`config.mk`:
```
export PLATFORM = sky130hd
export DESIGN_NAME = enc_pos_counter
export DESIGN_NICKNAME = d
export VERILOG_FILES = /design/src/rtl/enc_pos_pkg.sv /design/src/rtl/enc_ctrl_reg.sv /design/src/rtl/enc_evt_sel.sv /design/src/rtl/enc_pos_core.sv /design/src/rtl/enc_pos_counter.sv
export SDC_FILE = /design/constraint.sdc
export NUM_CORES = 1
export LEC_CHECK = 0
export BUFFER_PORTS_ARGS = -buffer_cell sky130_fd_sc_hd__buf_2
export CORE_UTILIZATION = 63
export CTS_BUF_LIST = sky130_fd_sc_hd__clkbuf_4
export CTS_CLUSTER_DIAMETER = 120
export DETAILED_ROUTE_END_ITERATION = 8
export GPL_TIMING_DRIVEN = 0
export PLACE_DENSITY_LB_ADDON = 0.25
export SLEW_MARGIN = 30
export SYNTH_ARGS = -nofsm -noshare
export SYNTH_HDL_FRONTEND = slang
export SYNTH_SLANG_ARGS = --single-unit
```
`constraint.sdc`:
```
create_clock -name clk_i -period 6.09 [get_ports clk_i]
set_input_delay 0.609 -clock clk_i [delete_from_list [all_inputs] [get_ports clk_i]]
set_output_delay 0.609 -clock clk_i [all_outputs]
set_load 0.01 [all_outputs]
```
`src/rtl/enc_pos_pkg.sv`:
```
package enc_pos_pkg;
  localparam int unsigned CTRL_W = 5;

  // bit order is the software-visible layout of the control word
  typedef struct packed {
    logic sw_clr;    // bit4
    logic idx_clr;   // bit3
    logic sw_en;     // bit2
    logic pin_en;    // bit1
    logic src_step;  // bit0
  } ctrl_t;
endpackage

```
`src/rtl/enc_ctrl_reg.sv`:
```
module enc_ctrl_reg
  import enc_pos_pkg::*;
(
  input  logic              clk_i,
  input  logic              rst_ni,
  input  logic              we_i,
  input  logic [CTRL_W-1:0] wdata_i,
  input  logic              mfp_i,
  output ctrl_t             ctrl_o,
  output logic              mfp_oe_o,
  output logic              cnt_en_o
);
  ctrl_t ctrl_q;

  always_ff @(posedge clk_i or negedge rst_ni) begin
    if (!rst_ni) ctrl_q <= '0;
    else if (we_i) ctrl_q <= ctrl_t'(wdata_i);
  end

  assign ctrl_o   = ctrl_q;
  assign mfp_oe_o = ~ctrl_q.pin_en;
  assign cnt_en_o = ctrl_q.pin_en ? mfp_i : ctrl_q.sw_en;
endmodule

```
`src/rtl/enc_evt_sel.sv`:
```
module enc_evt_sel (
  input  logic src_step_i,
  input  logic cnt_en_i,
  input  logic zero_stb_i,
  input  logic step_stb_i,
  input  logic dir_i,
  output logic up_o,
  output logic dn_o
);
  logic evt;

  assign evt  = (src_step_i ? step_stb_i : zero_stb_i) & cnt_en_i;
  assign up_o = evt & dir_i;
  assign dn_o = evt & ~dir_i;
endmodule

```
`src/rtl/enc_pos_core.sv`:
```
module enc_pos_core #(
  parameter int unsigned CNT_W = 24
) (
  input  logic             clk_i,
  input  logic             rst_ni,
  input  logic             sw_clr_i,
  input  logic             idx_clr_i,
  input  logic             up_i,
  input  logic             dn_i,
  output logic [CNT_W-1:0] count_o
);
  localparam logic [CNT_W-1:0] ONE = CNT_W'(1);

  logic [CNT_W-1:0] cnt_q, cnt_d;

  always_comb begin
    cnt_d = cnt_q;
    if (sw_clr_i)       cnt_d = '0;
    else if (idx_clr_i) cnt_d = '0;
    else if (up_i)      cnt_d = cnt_q + ONE;
    else if (dn_i)      cnt_d = cnt_q - ONE;
  end

  always_ff @(posedge clk_i or negedge rst_ni) begin
    if (!rst_ni) cnt_q <= '0;
    else         cnt_q <= cnt_d;
  end

  assign count_o = cnt_q;
endmodule

```
`src/rtl/enc_pos_counter.sv`:
```
module enc_pos_counter
  import enc_pos_pkg::*;
#(
  parameter int unsigned CNT_W = 24
) (
  input  logic              clk_i,
  input  logic              rst_ni,
  input  logic              ctrl_we_i,
  input  logic [CTRL_W-1:0] ctrl_wdata_i,
  input  logic              zero_stb_i,
  input  logic              step_stb_i,
  input  logic              dir_i,
  input  logic              index_i,
  input  logic              mfp_i,
  output logic              mfp_oe_o,
  output logic [CNT_W-1:0]  count_o
);
  ctrl_t ctrl_q;
  logic  cnt_en, up, dn;

  enc_ctrl_reg u_ctrl (
    .clk_i    (clk_i),
    .rst_ni   (rst_ni),
    .we_i     (ctrl_we_i),
    .wdata_i  (ctrl_wdata_i),
    .mfp_i    (mfp_i),
    .ctrl_o   (ctrl_q),
    .mfp_oe_o (mfp_oe_o),
    .cnt_en_o (cnt_en)
  );

  enc_evt_sel u_evt (
    .src_step_i (ctrl_q.src_step),
    .cnt_en_i   (cnt_en),
    .zero_stb_i (zero_stb_i),
    .step_stb_i (step_stb_i),
    .dir_i      (dir_i),
    .up_o       (up),
    .dn_o       (dn)
  );

  enc_pos_core #(.CNT_W(CNT_W)) u_core (
    .clk_i     (clk_i),
    .rst_ni    (rst_ni),
    .sw_clr_i  (ctrl_q.sw_clr),
    .idx_clr_i (ctrl_q.idx_clr & index_i),
    .up_i      (up),
    .dn_i      (dn),
    .count_o   (count_o)
  );
endmodule

```
# Word-level counts from Yosys, hierarchy flattened
# Index checks and enable logic that the tools add are counted.
# word_totals
ff_bits,29
out_inout_bits,25
# op_classes
n_reduce_logical,1
n_mux,6
add_sub_neg,2
n_bitwise,6
# op_table
operator,n
$mux 24,4
$add 24x1->24 const B,1
$sub 24x1->24 const B,1
$and 1x1->1,4
$reduce_bool 4->1,1
$mux 1,2
$not 1->1,2

# Longest topological paths before layout
# Gate-level depths: netlist (run 1).
# logic_depth
depth_word,7
mapped_depth,13
mapped_depth_nobuf,13

# Modules after synthesis
# From an unflattened synthesis (run 1), not the netlist that was laid out.
# unflattened
hier_cells,283
area_unflattened_um2,2393.5
# by_module_without_submodules
module,n_inst,area_per_inst_um2,cells_each
enc_pos_core,1,2160.8,267
enc_ctrl_reg,1,196.4,12
enc_evt_sel,1,30.0,3
enc_pos_counter,1,6.3,1

# Worst setup path before layout (run 1)
# No wires, ideal clock.
# synth_timing
path_type,input port to flip-flop
startpoint,input step_stb_i
endpoint,register u_core.cnt_q[20] (netlist: u_core.count_o[20])
setup_time_ns,0.067
t_arrival_ns,3.512
stages,13
setup_slack_ns,2.511
path_cell_list,mux2_2 o211a_1 nand2_1 inv_1 fa_1 nor2b_2 o31a_1 o21ai_2 nand2b_4 a41oi_4 or4_4 a211o_1 nand3_2
# synth_between
elab_chain_cells,6
elab_cells_between_ends,8
classes_between,mux: 4; bitwise: 3; reduce/logical: 1
# synth_lines
element,line,text
"start, declared",enc_pos_counter.sv:11,"input logic step_stb_i,"
$mux 1 (*),enc_evt_sel.sv:12,assign evt = (src_step_i ? step_stb_i : zero_stb_i) & cnt_en_i;
$and 1x1->1 (*),enc_evt_sel.sv:12,
$and 1x1->1,enc_evt_sel.sv:13,assign up_o = evt & dir_i;
$mux 24,enc_pos_core.sv:20,else if (up_i) cnt_d = cnt_q + ONE;
$mux 24,enc_pos_core.sv:19,else if (idx_clr_i) cnt_d = '0;
$mux 24,enc_pos_core.sv:18,if (sw_clr_i) cnt_d = '0;
"end signal, assigned",enc_pos_core.sv:26,else cnt_q <= cnt_d;
"end, declared",enc_pos_core.sv:14,"logic [CNT_W-1:0] cnt_q, cnt_d;"
# Mark *: on every way between the ends. The rest lies on a longest branch, timed or not.
# A chain may end at the register's enable or synchronous reset.

# Final worst setup path (run 1)
# layout_timing
startpoint,register u_ctrl.ctrl_o[0] (netlist name)
endpoint,register u_core.cnt_q[17] (netlist: u_core.count_o[17])
# layout_between
elab_chain_cells,6
elab_cells_between_ends,8
classes_between,mux: 4; bitwise: 3; reduce/logical: 1
# layout_lines
element,line
$mux 1 (*),enc_evt_sel.sv:12
$and 1x1->1 (*),enc_evt_sel.sv:12
$and 1x1->1,enc_evt_sel.sv:13
$mux 24,enc_pos_core.sv:20
$mux 24,enc_pos_core.sv:19
$mux 24,enc_pos_core.sv:18
# Marks and branches as above.

==> run summary, run 1 <==
DR vias: 2209
final setup margin: 2030 ps
Final nets: 349
post-DR wirelength/cell: 15.6 um
CP peak stage delay: 630 ps
Detailed Place HPWL: 4030 um
CP Data Required Time: 6310 ps
distinct cell type count after synthesis: 63
Placer Congestion: 0.905
CTS resizes: 0
final wirelength: 5620 um
largest cells by area after synthesis: dfrtp_1 (31%), ha_1 (12%), a21oi_1 (6.4%)
worst skew pair latency: 350 ps
global route overflow: 0
syn avg cell area: 8.71 um^2
setup bufs post-CTS: 0
Slew Viols, Final: 0
vias in the first global route: 2065
synth-to-layout area growth: 13.7%
n_diodes: 0
Rows: 21
Worst Setup SP: u_ctrl.ctrl_o[0]
Worst Setup End Kind: flop
reg2reg start: u_ctrl.ctrl_o[0]
CTS tree: built
fin crit share: 0.667
Yosys top cell area share: 0.310
max-cap viol count: 0
final total power: 1.10 mW
post-placement cell count: 352
flop-to-flop setup slack: 2030 ps
Total GRT Usage: 0.308
Post-Syn Instances: 269
final hold vios: 0
Synth Register Bits: 29
largest net degree at the start of global routing: 30
yosys warns: 0
1st-pass router iterations: 4
Place WS: 1880 ps
slew margin rel.: 0.353
Root Driver: clkbuf_4
data arrival time of the worst path: 4280 ps
most used cell along the critical path: a31oi_1
Core Util, Final: 0.774
most common cell in the synthesized netlist: nand2_1
CTS sink count: 29
crit-path max FO: 25
WS Path Type: reg2reg
first-pass GRT wire length: 9520 um
initial antenna violation count: 0
Die Y-Extent: 63.0 um
Vias per Instance: 6.14
pwr dens: 411 mW/mm^2
post-synth top area cell: dfrtp_1
RSZ-0062 raised after global routing: false
VDD IR max: 0.242 mV
Final min period: 4060 ps
die span in x: 63.0 um
CTS H-Tree Depth: 2
die area: 0.00397 mm^2
crit-path cells: mux2_2, o211a_1, nand2_1, ha_1, and3_2, and4_1, o21ai_1, a31oi_1, a31oi_1, o21ai_0, a221o_1
ANT nets after route: 0
Critical path destination: u_core.count_o[17]
Initial Utilization: 0.681
status: finished clean
Post-Synthesis Net Count: 305
drt drc: 0
Core Area: 0.00344 mm^2
HP Class: in2async
worst r2r path cells: 11
ys async rst share: 1.00
fin cells: 360
setup_tns: 0 ps
Post-synth EDFFs: 0
Slew @ Worst Pin: 968 ps
Syn Std Cell Area: 0.00234 mm^2
PortBufs: 37
I/O pins: 38
slowest cell on the critical path: ha_1
Clock Pin Slew Worst Setup and Hold Paths: 110 ps
synth cell count leaders: nand2_1 (40), a21oi_1 (30), dfrtp_1 (29)
Top FF cell, synth: dfrtp_1
CTS buffer count: 5
First DRT Iteration DRCs: 189
ratio of cells with drive above 1 in the final layout: 0.232
Post-CTS Hold Buffers: 0
clock skew: 19.6 ps
Setup crit start kind: flop
sequential-to-total area share from yosys stat: 0.310
final setup vio count: 0
clock tree buffer depth: 2
Leakage: 1.31 nW
Max Clock Freq: 246 MHz
FF-to-FF End: u_core.count_o[17]
-- critical path: cells and delay by family (launching register included) --
kind | cells | cell delay (ps)
AOI/OAI and AO/OA | 6 | 1540
and+or+nand+nor | 3 | 1100
adders and majority gates | 1 | 630
DFF | 1 | 400
muxes | 1 | 230
-- through the flow --
stage | hold slack (ps) | area [um^2]
finish | 272 | 2670
global route | 311 | 2670
CTS | 293 | 2670
detailed placement | 518 | 2590
global placement | 504 | 2590
floorplan | 313 | 2340
-- state kept, by name, summed over array words and instances, names as in the netlist --
signal / count
u_core.count_o: 24
u_ctrl.ctrl_o: 5
-- cell usage in the layout (no fill, tap or decap), types with 3 or more instances in the layout --
cell / instances
o211ai_1: 5
xnor2_1: 6
nand2_1: 40
ha_1: 22
o21bai_1: 3
nor3_1: 6
a31oi_1: 4
mux2_2: 5
inv_1: 7
nor2_1: 12
nand3_1: 14
a21oi_1: 30
a21o_1: 6
o21ai_0: 15
nand4_1: 4
xor2_1: 6
clkbuf_1: 3
dfrtp_1: 29
clkbuf_4: 6
buf_2: 37
-- worst min path at each step --
stage | from | endpoint | slack (ps) | depth (start not counted)
final | rst_ni | u_ctrl.ctrl_o[0] | 270 | 1
after global routing | rst_ni | u_ctrl.ctrl_o[4] | 310 | 1
after CTS | rst_ni | u_core.count_o[23] | 290 | 1
after detailed placement | u_ctrl.ctrl_o[0] | u_ctrl.ctrl_o[0] | 520 | 1
after global placement | u_ctrl.ctrl_o[0] | u_ctrl.ctrl_o[0] | 500 | 1
after floorplan | rst_ni | u_core.count_o[0] | 310 | 0
-- metal layers --
layer,wire (um),vias to the layer above,global-route usage
met5,0,-,0
met4,71,0,0.102
met3,267,8,0.0547
met2,2860,76,0.535
met1,2420,1035,0.383
li1,-,1090,-
-- kinds of logic after synthesis --
| kind of cell | after synthesis | share of synthesized area |
|---|---|---|
| AND/OR/NAND/NOR | 97 | 0.208 |
| AO/OA/AOI/OAI | 86 | 0.245 |
| flip-flops | 29 | 0.310 |
| adder cells (fa/ha/maj) | 23 | 0.126 |
| buffers and inverters | 16 | 0.0384 |
| XOR/XNOR | 12 | 0.0448 |
| multiplexers | 6 | 0.0283 |
-- power by group --
| group | internal [mW] | switching, mW | leakage, nW |
|---|---|---|---|
| logic | 0.288 | 0.385 | 0.886 |
| registers | 0.229 | 0.0311 | 0.385 |
| clock network | 0.0850 | 0.0770 | 0.0389 |
-- area by class of cell --
type | instances | area [um^2]
buffer | 9 | 63.8
clock buffer | 5 | 37.5
clock inverter | 3 | 41.3
fill | 266 | 777
inverter | 7 | 26.3
multi-input combinational | 224 | 1530
sequential | 29 | 726
tap | 46 | 57.6
timing repair buffer | 37 | 185
Power figures use the tool's default switching activity.
==> run 2: changes to the inputs <==
--- a/config.mk
+++ b/config.mk
@@ -6,7 +6,7 @@
 export NUM_CORES = 1
 export LEC_CHECK = 0
 export BUFFER_PORTS_ARGS = -buffer_cell sky130_fd_sc_hd__buf_2
-export CORE_UTILIZATION = 63
+export CORE_UTILIZATION = 53
 export CTS_BUF_LIST = sky130_fd_sc_hd__clkbuf_4
 export CTS_CLUSTER_DIAMETER = 120
 export DETAILED_ROUTE_END_ITERATION = 8
==> constraint.sdc (replaced) <==
create_clock -name clk_i -period 3.43 [get_ports clk_i]
set_input_delay 0.343 -clock clk_i [delete_from_list [all_inputs] [get_ports clk_i]]
set_output_delay 0.343 -clock clk_i [all_outputs]
set_load 0.01 [all_outputs]
==> run 2 against run 1 <==
Critical endpoint is now u_core.count_o[20]. Combinational power increased by 77%. Largest power group unchanged. Core utilization decreased by 11 points. Wire length decreased by 2.4%. Fmax increased by 25%. Final cell count increased by 1.1%. Die area increased by 18%. Clock skew decreased by 4.3 ps. Highest routed layer unchanged. Power increased by 84%. Non-clock buffer count unchanged. Critical path depth increased by 2. Sequential power increased by 78%.
==> run summary, run 2 (synthesized netlist as in run 1, its figures left out) <==
CTS sink count: 29 (unchanged)
Final min period: 3260 ps (was 4060 ps)
I/O pins: 38 (unchanged)
final setup vio count: 0 (unchanged)
Final Cell Area: 0.00272 mm^2 (was 0.00267 mm^2)
final setup margin: 172 ps (was 2030 ps)
DR vias: 2178 (was 2209)
vias in the first global route: 2014 (was 2065)
Total GRT Usage: 0.263 (was 0.308)
die area: 0.00469 mm^2 (was 0.00397 mm^2)
ratio of cells with drive above 1 in the final layout: 0.245 (was 0.232)
Max Clock Freq: 307 MHz (was 246 MHz)
HP Class: in2async (unchanged)
Die Y-Extent: 68.5 um (was 63.0 um)
CTS H-Tree Depth: 2 (unchanged)
Setup crit start kind: flop (unchanged)
Place WS: -440 ps (was 1880 ps)
Final nets: 349 (unchanged)
setup bufs post-CTS: 0 (unchanged)
Core Util, Final: 0.662 (was 0.774)
global route overflow: 0 (unchanged)
largest net degree at the start of global routing: 30 (unchanged)
Vias per Instance: 5.98 (was 6.14)
post-placement cell area: 0.00259 mm^2 (about the same)
final wirelength: 5490 um (was 5620 um)
Clock Pin Slew Worst Setup and Hold Paths: 110 ps (about the same)
Placer Congestion: 0.859 (was 0.905)
drt drc: 0 (unchanged)
initial antenna violation count: 0 (unchanged)
Worst Setup End Kind: flop (unchanged)
max-cap viol count: 0 (unchanged)
Root Driver: clkbuf_4 (unchanged)
post-placement cell count: 356 (was 352)
most frequent cells in the layout: nand2_1 (39), buf_2 (37), a21oi_1 (30) (was nand2_1 (40), buf_2 (37), a21oi_1 (30))
clock tree buffer depth: 2 (unchanged)
CP Data Required Time: 3710 ps (was 6310 ps)
data arrival time of the worst path: 3540 ps (was 4280 ps)
CTS tree: built (unchanged)
final total power: 2.02 mW (was 1.10 mW)
Initial Utilization: 0.569 (was 0.681)
WS Path Type: reg2reg (unchanged)
fin crit share: 0.950 (was 0.667)
first-pass GRT wire length: 8980 um (was 9520 um)
Rows: 23 (was 21)
post-DR wirelength/cell: 15.1 um (was 15.6 um)
worst skew pair latency: 340 ps (was 350 ps)
VDD IR max: 0.317 mV (was 0.242 mV)
Leakage: 1.33 nW (was 1.31 nW)
clock skew: 15.2 ps (was 19.6 ps)
CTS buffer count: 5 (unchanged)
First DRT Iteration DRCs: 158 (was 189)
RSZ-0062 raised after global routing: false (unchanged)
Slew Viols, Final: 0 (unchanged)
most common cell after layout, fill and taps aside: nand2_1 (unchanged)
synth-to-layout area growth: 16.2% (was 13.7%)
1st-pass router iterations: 4 (unchanged)
PortBufs: 37 (unchanged)
die span in x: 68.5 um (was 63.0 um)
slew margin rel.: 0.460 (was 0.353)
pwr dens: 741 mW/mm^2 (was 411 mW/mm^2)
Fillers: 366 (was 266)
Detailed Place HPWL: 3910 um (was 4030 um)
flop-to-flop setup slack: 170 ps (was 2030 ps)
ANT nets after route: 0 (unchanged)
Core Area: 0.00412 mm^2 (was 0.00344 mm^2)
Slew @ Worst Pin: 807 ps (was 968 ps)
status: finished clean (unchanged)
max reg flops: 24 (unchanged)
final hold vios: 0 (unchanged)
n_diodes: 0 (unchanged)
crit-path max FO: 25 (unchanged)
fin cells: 364 (was 360)
## run 2: final timing paths
kind / start / to / depth (start not counted)
min: rst_ni / u_ctrl.ctrl_o[1] / 1
max in group asynchronous: rst_ni / u_core.count_o[11] / 1
max: u_ctrl.ctrl_o[0] / u_core.count_o[20] / 13
max reg2reg: u_ctrl.ctrl_o[0] / u_core.count_o[20] / 13
min in group clk_i: ctrl_wdata_i[1] / u_ctrl.ctrl_o[1] / 3
min reg2reg: u_core.count_o[18] / u_core.count_o[18] / 2
## run 2: metal layers
metal / vias to the layer above / wire length [um] / track usage
met5: - / 0 / 0
met4: 0 / 146 / 0.120
met3: 14 / 275 / 0.0526
met2: 54 / 2610 / 0.450
met1: 1020 / 2450 / 0.315
li1: 1090 / - / -
## run 2: worst max-delay path: stages (launching register included)
cell,delay [ps]
dfrtp_1,370
mux2_2,360
o211a_4,180
nand2_8,160
inv_1,80
fa_1,410
nor2b_2,150
o31a_1,170
o21ai_2,80
nand2b_4,110
a41oi_4,180
or4_4,560
a211o_1,320
nand3_2,60
## run 2: per-stage QoR
step | hold slack [ps] | setup TNS, ps
6_report | 25.9 | 0
5_1_grt | 73.5 | 0
4_1_cts | 36.7 | 0
3_5_place_dp | 421 | -2810
3_3_place_gp | 418 | -2430
2_1_floorplan | 47.4 | 0
## run 2: layout make-up
cell class	instances	area, um^2	area share
Multi-Input combinational cell	224	1560	0.572
Inverter	7	26.3	0.00965
Tap cell	50	62.6	0.0230
Timing Repair Buffer	37	185	0.0680
Clock buffer	5	37.5	0.0138
Buffer	9	63.8	0.0234
Clock inverter	3	65.1	0.0239
Sequential cell	29	726	0.266
## run 2: where the power goes
group	total (mW)	internal, mW	switching (mW)
sequential	0.464	0.407	0.0563
combinational	1.19	0.518	0.675
clock	0.361	0.226	0.135
total	2.02	1.15	0.867
## run 2: timing repair
action                     CTS  global route
pin swaps                    0             1
hold endpoints to repair     0             0
setup endpoints to repair   15             4
resized for setup            2             4
hold buffers                 0             0
